**config.mk**
```make
export PLATFORM = sky130hd
export DESIGN_NAME = cmd_stream_decoder
export DESIGN_NICKNAME = d
export VERILOG_FILES = /design/src/rtl/cs_pkg.sv /design/src/rtl/cs_opcode_class.sv /design/src/rtl/cs_frame_parser.sv /design/src/rtl/cmd_stream_decoder.sv
export SDC_FILE = /design/constraint.sdc
export NUM_CORES = 1
export LEC_CHECK = 0
export ABC_AREA = 1
export BUFFER_PORTS_ARGS = -buffer_cell sky130_fd_sc_hd__buf_2
export CAP_MARGIN = 10
export CORE_UTILIZATION = 58
export DETAILED_ROUTE_END_ITERATION = 8
export HOLD_SLACK_MARGIN = 0.06
export PLACE_DENSITY = 0.91
export SYNTH_ARGS = -nofsm -noshare
export SYNTH_HDL_FRONTEND = slang
export SYNTH_SLANG_ARGS = --single-unit
```
**constraint.sdc**
```tcl
create_clock -name clk -period 3.5 [get_ports clk]
set_input_delay 0 -clock clk [delete_from_list [all_inputs] [get_ports clk]]
set_output_delay 0 -clock clk [all_outputs]
set_load 0.005 [all_outputs]
```
**src/rtl/cs_pkg.sv**
```systemverilog
package cs_pkg;
  localparam int CS_MAX_HDR = 3;
  localparam int CS_NP_W    = 2;

  typedef enum logic [1:0] {
    ST_OP  = 2'd0,
    ST_HDR = 2'd1,
    ST_PAY = 2'd2
  } parse_st_t;

  typedef struct packed {
    logic               known;
    logic               shift;
    logic               bitmode;
    logic               has_pay;
    logic [CS_NP_W-1:0] nhdr;
  } op_info_t;
endpackage

```
**src/rtl/cs_opcode_class.sv**
```systemverilog
module cs_opcode_class
  import cs_pkg::*;
(
  input  logic [7:0] op,
  output op_info_t   info
);
  logic known;
  logic [CS_NP_W-1:0] ctl_hdr;

  always_comb begin
    known = 1'b0;
    case (op[7:4])
      4'h1: known = ~op[2];
      4'h2: known = ~op[0];
      4'h3: known = op[0] ^ op[2];
      4'h4: known = (op[3:1] == 3'b101);
      4'h6: known = op[3] & op[1];
      4'h8: known = 1'b1;
      4'h9: known = (op[3:0] <= 4'h7) || ((op[3:0] >= 4'hC) && (op[3:0] <= 4'hE));
      default: known = 1'b0;
    endcase
  end

  always_comb begin
    case (op)
      8'h93: ctl_hdr = 2'd3;
      8'h80, 8'h82, 8'h86, 8'h8F, 8'h91, 8'h92,
      8'h9C, 8'h9D, 8'h9E: ctl_hdr = 2'd2;
      8'h8E, 8'h90: ctl_hdr = 2'd1;
      default: ctl_hdr = 2'd0;
    endcase
  end

  always_comb begin
    info.known   = known;
    info.shift   = ~op[7];
    info.bitmode = ~op[7] & op[1];
    info.has_pay = ~op[7] & (op[1] ? (op[4] | op[6]) : op[4]);
    info.nhdr    = op[7] ? ctl_hdr : (op[1] ? 2'd1 : 2'd2);
  end
endmodule

```
**src/rtl/cs_frame_parser.sv**
```systemverilog
module cs_frame_parser
  import cs_pkg::*;
#(
  parameter int LEN_W = 16,
  parameter int HMAX  = CS_MAX_HDR,
  localparam int PB_W  = 8 * HMAX,
  localparam int CNT_W = LEN_W + 1
)(
  input  logic             clk,
  input  logic             rst,
  input  logic             in_valid,
  input  logic [7:0]       in_data,
  output logic             in_ready,
  input  op_info_t         info,
  output logic             desc_valid,
  input  logic             desc_ready,
  output logic [7:0]       desc_opcode,
  output logic             desc_shift,
  output logic [6:0]       desc_flags,
  output logic [CNT_W-1:0] desc_count,
  output logic [CS_NP_W-1:0] desc_nparam,
  output logic [PB_W-1:0]  desc_params,
  output logic             pay_valid,
  input  logic             pay_ready,
  output logic [7:0]       pay_data,
  output logic             pay_last,
  output logic             err_flag
);
  parse_st_t          state;
  op_info_t           info_q;
  logic [7:0]         op_q;
  logic [CS_NP_W-1:0] hidx;
  logic [PB_W-1:0]    hbuf, hbuf_n;
  logic [CNT_W-1:0]   pay_left, count_n, pay_total;
  logic               accept, hdr_done;

  assign in_ready = (~desc_valid | desc_ready) & (~pay_valid | pay_ready);
  assign accept   = in_valid & in_ready;
  assign hdr_done = (hidx == info_q.nhdr - 2'd1);

  always_comb begin
    hbuf_n = hbuf;
    for (int i = 0; i < HMAX; i++)
      if (hidx == CS_NP_W'(i)) hbuf_n[8*i +: 8] = in_data;
  end

  always_comb begin
    if (info_q.bitmode) count_n = CNT_W'(hbuf_n[7:0]) + CNT_W'(1);
    else                count_n = CNT_W'(hbuf_n[LEN_W-1:0]) + CNT_W'(1);
    if (!info_q.has_pay)    pay_total = '0;
    else if (info_q.bitmode) pay_total = CNT_W'(1);
    else                    pay_total = count_n;
  end

  always_ff @(posedge clk) begin
    if (rst) begin
      state <= ST_OP;  info_q <= '0;  op_q <= '0;
      hidx <= '0;  hbuf <= '0;  pay_left <= '0;
      desc_valid <= 1'b0;  desc_opcode <= '0;  desc_shift <= 1'b0;
      desc_flags <= '0;  desc_count <= '0;  desc_nparam <= '0;  desc_params <= '0;
      pay_valid <= 1'b0;  pay_data <= '0;  pay_last <= 1'b0;
      err_flag <= 1'b0;
    end else begin
      if (desc_valid && desc_ready) desc_valid <= 1'b0;
      if (pay_valid && pay_ready)   pay_valid  <= 1'b0;
      if (accept) begin
        case (state)
          ST_OP: begin
            op_q <= in_data;  info_q <= info;  hidx <= '0;  hbuf <= '0;
            if (!info.known) begin
              err_flag <= 1'b1;
            end else if (info.nhdr == '0) begin
              desc_valid  <= 1'b1;  desc_opcode <= in_data;
              desc_shift  <= 1'b0;  desc_flags  <= '0;
              desc_count  <= '0;    desc_nparam <= '0;  desc_params <= '0;
            end else begin
              state <= ST_HDR;
            end
          end
          ST_HDR: begin
            hbuf <= hbuf_n;
            hidx <= hidx + 2'd1;
            if (hdr_done) begin
              desc_valid  <= 1'b1;  desc_opcode <= op_q;
              desc_shift  <= info_q.shift;
              desc_flags  <= info_q.shift ? op_q[6:0] : 7'd0;
              desc_count  <= info_q.shift ? count_n : '0;
              desc_nparam <= info_q.nhdr;  desc_params <= hbuf_n;
              if (pay_total != '0) begin
                pay_left <= pay_total;
                state    <= ST_PAY;
              end else begin
                state <= ST_OP;
              end
            end
          end
          ST_PAY: begin
            pay_valid <= 1'b1;
            pay_data  <= in_data;
            pay_last  <= (pay_left == CNT_W'(1));
            pay_left  <= pay_left - CNT_W'(1);
            if (pay_left == CNT_W'(1)) state <= ST_OP;
          end
          default: state <= ST_OP;
        endcase
      end
    end
  end

  p_desc_hold_r7: assert property (@(posedge clk) disable iff (rst)
    (desc_valid && !desc_ready) |=> (desc_valid && $stable(desc_opcode) && $stable(desc_params)));
  p_pay_hold_r7: assert property (@(posedge clk) disable iff (rst)
    (pay_valid && !pay_ready) |=> (pay_valid && $stable(pay_data) && $stable(pay_last)));
  p_stall_r7: assert property (@(posedge clk) disable iff (rst)
    (desc_valid && !desc_ready) |-> !in_ready);
  p_err_sticky_r6: assert property (@(posedge clk) disable iff (rst)
    err_flag |=> err_flag);
  p_ctl_zero_r3: assert property (@(posedge clk) disable iff (rst)
    (desc_valid && !desc_shift) |-> (desc_flags == 7'd0 && desc_count == '0));
  p_last_ends_r8: assert property (@(posedge clk) disable iff (rst)
    (pay_valid && pay_ready && pay_last) |=> !pay_valid);
endmodule

```
**src/rtl/cmd_stream_decoder.sv**
```systemverilog
module cmd_stream_decoder
  import cs_pkg::*;
#(
  parameter int LEN_W = 16,
  localparam int PB_W  = 8 * CS_MAX_HDR,
  localparam int CNT_W = LEN_W + 1
)(
  input  logic               clk,
  input  logic               rst,
  input  logic               in_valid,
  input  logic [7:0]         in_data,
  output logic               in_ready,
  output logic               desc_valid,
  input  logic               desc_ready,
  output logic [7:0]         desc_opcode,
  output logic               desc_shift,
  output logic [6:0]         desc_flags,
  output logic [CNT_W-1:0]   desc_count,
  output logic [CS_NP_W-1:0] desc_nparam,
  output logic [PB_W-1:0]    desc_params,
  output logic               pay_valid,
  input  logic               pay_ready,
  output logic [7:0]         pay_data,
  output logic               pay_last,
  output logic               err_flag
);
  op_info_t info;

  cs_opcode_class u_class (
    .op   (in_data),
    .info (info)
  );

  cs_frame_parser #(.LEN_W(LEN_W), .HMAX(CS_MAX_HDR)) u_parser (
    .clk, .rst, .in_valid, .in_data, .in_ready,
    .info        (info),
    .desc_valid, .desc_ready, .desc_opcode, .desc_shift, .desc_flags,
    .desc_count, .desc_nparam, .desc_params,
    .pay_valid, .pay_ready, .pay_data, .pay_last, .err_flag
  );
endmodule

```
After elaboration in Yosys (flattened, before gate mapping)
Cells that the tools add are included.
{"block": "totals", "output_inout_bits": 72, "reg_bits": 129}
{"block": "classes", "n_eq_ne": 32, "n_addsub": 5, "reduce_logical": 19, "n_mux": 57, "n_lt_le_gt_ge": 3, "bitwise": 15}
{"operator": "2-to-1 mux 17 bit", "n": 9}
{"operator": "== test 8 bit (second input constant)", "n": 12}
{"operator": "case mux 24 bit (2 select lines)", "n": 2}
{"operator": "2-to-1 mux 24 bit", "n": 3}
{"operator": "case mux 17 bit (2 select lines)", "n": 2}
{"operator": "2-to-1 mux 8 bit", "n": 6}
{"operator": "2-to-1 mux 7 bit", "n": 4}
{"operator": "2-to-1 mux 2 bit", "n": 10}
{"operator": "adder 16 x 1 -> 17 bit (second input constant)", "n": 1}
{"operator": "== test 17 x 1 -> 1 bit (second input constant)", "n": 1}
{"operator": "nonzero test 17 bit", "n": 1}
{"operator": "subtractor 17 x 1 -> 17 bit (second input constant)", "n": 1}
{"operator": "case mux 8 bit (2 select lines)", "n": 1}
{"operator": "case mux 7 bit (2 select lines)", "n": 1}
{"operator": "2-to-1 mux 1 bit", "n": 12}
{"operator": "case mux 2 bit (3 select lines)", "n": 2}
{"operator": "AND reduction 5 bit", "n": 2}
{"operator": "adder 8 x 1 -> 9 bit (second input constant)", "n": 1}
{"operator": "OR reduction 9 bit", "n": 1}
{"operator": "== test 4 x 2 -> 1 bit (second input constant)", "n": 2}
{"operator": "== test 4 x 3 -> 1 bit (second input constant)", "n": 2}
{"operator": "== test 4 bit (second input constant)", "n": 2}
{"operator": "!= test 2 x 1 -> 1 bit (second input constant)", "n": 4}
{"operator": "case mux 2 bit (2 select lines)", "n": 2}
{"operator": "other kinds (25)", "n": 47}

Logic depth before layout (Yosys ltp)
{"block": "depth", "ltp_word": 10, "ltp_mapped": 25}

Modules after synthesis
Synthesis repeated with hierarchy kept, for this count alone.
{"block": "hier_totals", "cells_unflattened": 1002, "area_unflattened_um2": 6555.0}
{"mod": "cs_frame_parser", "cells_per_inst": 951, "n_inst": 1, "area_per_inst_um2": 6322.3}
{"mod": "cs_opcode_class", "cells_per_inst": 51, "n_inst": 1, "area_per_inst_um2": 232.7}

Worst setup path after synthesis
No wires, ideal clock.
{"block": "synth_path", "kind": "reg-to-reg", "from": "register u_parser.hidx[0]", "to": "register u_parser.pay_left[0]", "path_slack_ns": 0.924, "synth_period_minus_slack_ns": 2.576, "n_path_buf": 2, "stages_incl_launch_ff": 22, "arrival_time_ns": 2.461, "setup_ns": 0.115, "cell_sequence": "dfxtp_1 -> inv_1 -> ha_1 -> inv_2 -> buf_6 -> nand2_2 -> nand2_2 -> ha_1 -> nand2_1 -> nor2_2 -> nand3_2 -> nand3_1 -> nand2_1 -> nor2_1 -> nand2_1 -> nor2_2 -> nand3_2 -> nand2_2 -> nand2_4 -> buf_4 -> a21oi_1 -> nor2_1"}
{"block": "synth_via", "elab_chain_len": 9, "word_cells_on_any_way": 17}
{"element": "from (decl)", "line_no": "cs_frame_parser.sv:32", "source": "logic [CS_NP_W-1:0] hidx;"}
{"element": "from (signal assigned)", "line_no": "cs_frame_parser.sv:82", "source": "hidx <= hidx + 2'd1;"}
{"element": "== test 2 x 1 -> 1 bit or logical NOT 2 bit (tied branches)", "line_no": "cs_frame_parser.sv:44", "source": "if (hidx == CS_NP_W'(i)) hbuf_n[8*i +: 8] = in_data;"}
{"element": "2-to-1 mux 8 bit", "line_no": "cs_frame_parser.sv:44"}
{"element": "adder 16 x 1 -> 17 bit or adder 8 x 1 -> 9 bit (tied branches)", "line_no": "cs_frame_parser.sv:49, cs_frame_parser.sv:48"}
{"element": "2-to-1 mux 17 bit", "line_no": "cs_frame_parser.sv:48", "source": "if (info_q.bitmode) count_n = CNT_W'(hbuf_n[7:0]) + CNT_W'(1);"}
{"element": "2-to-1 mux 17 bit", "line_no": "cs_frame_parser.sv:51", "source": "else if (info_q.bitmode) pay_total = CNT_W'(1);"}
{"element": "2-to-1 mux 17 bit", "line_no": "cs_frame_parser.sv:50", "source": "if (!info_q.has_pay) pay_total = '0;"}
{"element": "nonzero test 17 bit or 2-to-1 mux 17 bit (tied branches)", "line_no": "cs_frame_parser.sv:89", "source": "if (pay_total != '0) begin"}
{"element": "!= test 2 x 1 -> 1 bit (no line) or 2-to-1 mux 17 bit (tied branches)"}
{"element": "AND reduction 4 bit (no line) or case mux 17 bit (2 select lines) (tied branches)"}
{"element": "to (signal assigned)", "line_no": "cs_frame_parser.sv:90", "source": "pay_left <= pay_total;"}
{"element": "to (signal assigned)", "line_no": "cs_frame_parser.sv:101", "source": "pay_left <= pay_left - CNT_W'(1);"}
{"element": "to (decl)", "line_no": "cs_frame_parser.sv:34", "source": "logic [CNT_W-1:0] pay_left, count_n, pay_total;"}
Parallel ways exist; a longest one is shown, timed or not. The select of a mux whose other input is x is not followed.
A chain may end at the register's enable or synchronous reset.

Worst setup path after layout
{"block": "layout_path", "from": "register u_parser.hidx[0]", "to": "register u_parser.pay_left[16]"}
The elaborated chain is that of the path after synthesis.

==> impl_results.md <==
* Status: completed
* Clk sinks at 129
* Crit Path Class: register to register
* Die ar. at 11600 um2
* Ant diodes at 0
* Post-synth EDFFs at 0
* IO Count at 85
* Slew HR at 0.502
* Vias in the first global route at 6591
* Area Overhead vs Synth at 18.6%
* Synth Area per Inst at 6.67 um2
* Largest net degree at the start of global routing at 69
* # DRC at 0
* Critical Path Source: u_parser.hidx[0]$_SDFFE_PP0P_
* Layout cell share with drive strength beyond 1 at 0.153
* Syn. warnings at 0
* Core box area at 10900 um2
* Critical path required time at 3.96 ns
* Worst Skew at 0.0106 ns
* RePlAce Congestion at 0.969
* First-pass DRT Iterations at 7
* GRT Total Usage at 0.337
* Measured slew at the worst slew-check pin at 0.747 ns
* Final nets at 1071
* CTS tree: built
* Clock Tree Root: clkbuf_8
* Most common cell after layout, fill and taps aside: nand2_1
* VDD IR max at 0.351 mV
* IO Port Bufs at 84
* Total power at 4.32 mW
* Static leakage at 3.42 nW
* Power Density at 560 nW/um2
* Final wirelength at 18800 um
* Post-synth ARST share at 0
* CTS max path bufs at 2
* Vias at 6992
* R2r startpoint: u_parser.hidx[0]$_SDFFE_PP0P_
* Total grt overflow at 0
* Sequential fraction of the synthesis area at 0.397
* HP Class: input pin to register
* Initial cell density of the core at 0.598
* Setup Buffers After CTS at 0
* First-pass GRT wire length at 30700 um
* Final setup fails at 0
* Detailed placement HPWL at 12700 um
* Synthesized cell area at 6510 um2
* Netlist cell types at 37
* Fin. max-slew vios at 0
* RSZ-0062 raised after global routing: false
* Final instance area at 7720 um2
* Initial antenna violation count at 0
* Placement-stage cell area at 6970 um2
* CP startpoint kind: register
* Die width at 108 um
* H-tree levels at 4
* Most frequent cells in the layout: 212 x nand2_1, 151 x nor2_1, 129 x dfxtp_1, 122 x a21oi_1, 84 x buf_2
* Vias per cell at 5.80
* Critical Path End Type: register
* TNS Setup at 0 ns
* Die H at 108 um
* WL/cell at 15.6 um
* Hold_sp: rst
* #FFs+latches synth at 129
* Fin util at 0.709
* Clk pin slew, worst setup/hold paths at 0.07 ns
* Ys flop type: dfxtp_1
* Min Tclk post-route at 3.07 ns
* Critical Path AT at 3.53 ns
* Worst Path Max Fanout at 21
* Max Freq at 326 MHz
* Total CTS buffers at 17
* Initial DRC count at 603
* Row count at 38
* Max cap viols at 0
* Fin crit share at 0.877
* Final Hold Fails at 0
* Mapped Nets at 994
* Clk Latency, worst-skew pair at 0.53 ns
* Post-Syn Instances at 975
* Final ANT Viol Nets at 0
==> flip-flops by register name (all words and copies together) (netlist names), 2 cells and up <==
register	count
u_parser.op_q	8
u_parser.desc_count	17
u_parser.info_q	5
u_parser.desc_params	24
u_parser.desc_opcode	8
u_parser.desc_flags	7
u_parser.hbuf	24
u_parser.state	2
u_parser.hidx	2
u_parser.desc_nparam	2
u_parser.pay_left	17
u_parser.pay_data	8
==> critical path: stages, from the launching register on <==
cell	delay, ns
dfxtp_1	0.41
inv_1	0.11
ha_2	0.29
inv_4	0.15
nand2_1	0.08
nand2_1	0.17
ha_1	0.23
nand2_1	0.12
nor2_4	0.15
nand3_1	0.12
nand2_1	0.09
nand4_1	0.12
nand2_1	0.11
nor2_1	0.06
nand3_2	0.07
nand2_2	0.07
nand2_4	0.21
nand2_8	0.13
nand2_1	0.12
nand2_1	0.06
nor2_1	0.12
==> final cells by class <==
cell class / instances / area, um2
clock inverter: 11 / 151
multi-input combinational: 718 / 3410
tap: 140 / 175
inverter: 79 / 299
timing repair buffer: 107 / 636
fill: 884 / 3170
sequential: 129 / 2580
clock buffer: 21 / 459
==> cells in the mapped netlist (all sizes together), types with 4 or more instances <==
cell     count  area (um2)
a21oi      122         611
dfxtp      129        2580
nor2       159         632
a2bb2oi      4        35.0
ha           6        75.1
o21ai       85         429
inv         78         293
a211oi       4        30.0
buf         19         123
nand3       58         310
xor2         9        78.8
nand4       20         125
clkbuf      30         114
xnor2        4        35.0
nand2      227         900
nor3         8        40.0
==> what timing repair did <==
action / 4_1_cts / 5_1_grt
hold endpoints to repair: 30 / 0
endpoints found under the setup margin: 0 / 17
hold buffers: 12 / 0
resized for setup: 0 / 4
==> power breakdown <==
| part | leakage, nW | switching, mW | internal [mW] |
|---|---|---|---|
| clock | 0.299 | 0.679 | 1.15 |
| combinational | 2.07 | 0.581 | 0.279 |
| sequential | 1.05 | 0.0645 | 1.57 |
==> routing by layer <==
layer	wire, um	track usage
met5	0	0
met3	1780	0.0787
met4	930	0.207
met1	7470	0.396
met2	8620	0.555
==> worst paths after layout <==
kind,end,slack (ns),depth (start not counted)
setup reg to reg,u_parser.pay_left[16]$_SDFFE_PP0P_,0.43,20
hold / removal,u_parser.desc_params[12]$_SDFFE_PP0P_,0.09,3
setup / recovery,u_parser.pay_left[16]$_SDFFE_PP0P_,0.43,20
hold reg to reg,u_parser.desc_count[3]$_SDFFE_PP0P_,0.46,2
==> per-stage QoR <==
| stage | worst slack, ns | instances | hold slack (ns) |
|---|---|---|---|
| after global routing | 0.00813 | 1205 | 0.115 |
| after detailed placement | 0.305 | 1161 | 0.320 |
| after floorplan | 0.924 | 975 | 0.171 |
| after global placement | 0.437 | 1161 | 0.304 |
| final | 0.432 | 1205 | 0.0877 |
| after CTS | 0.247 | 1205 | 0.0843 |
==> cell families after synthesis <==
kind of cell / synth area share
compound gates: 0.177
simple gates: 0.314
flops: 0.397
xor+xnor: 0.0175
mux: 0.00154
fa+ha+maj: 0.0115
buf+inv: 0.0819
(Power assumes the default switching activity.)
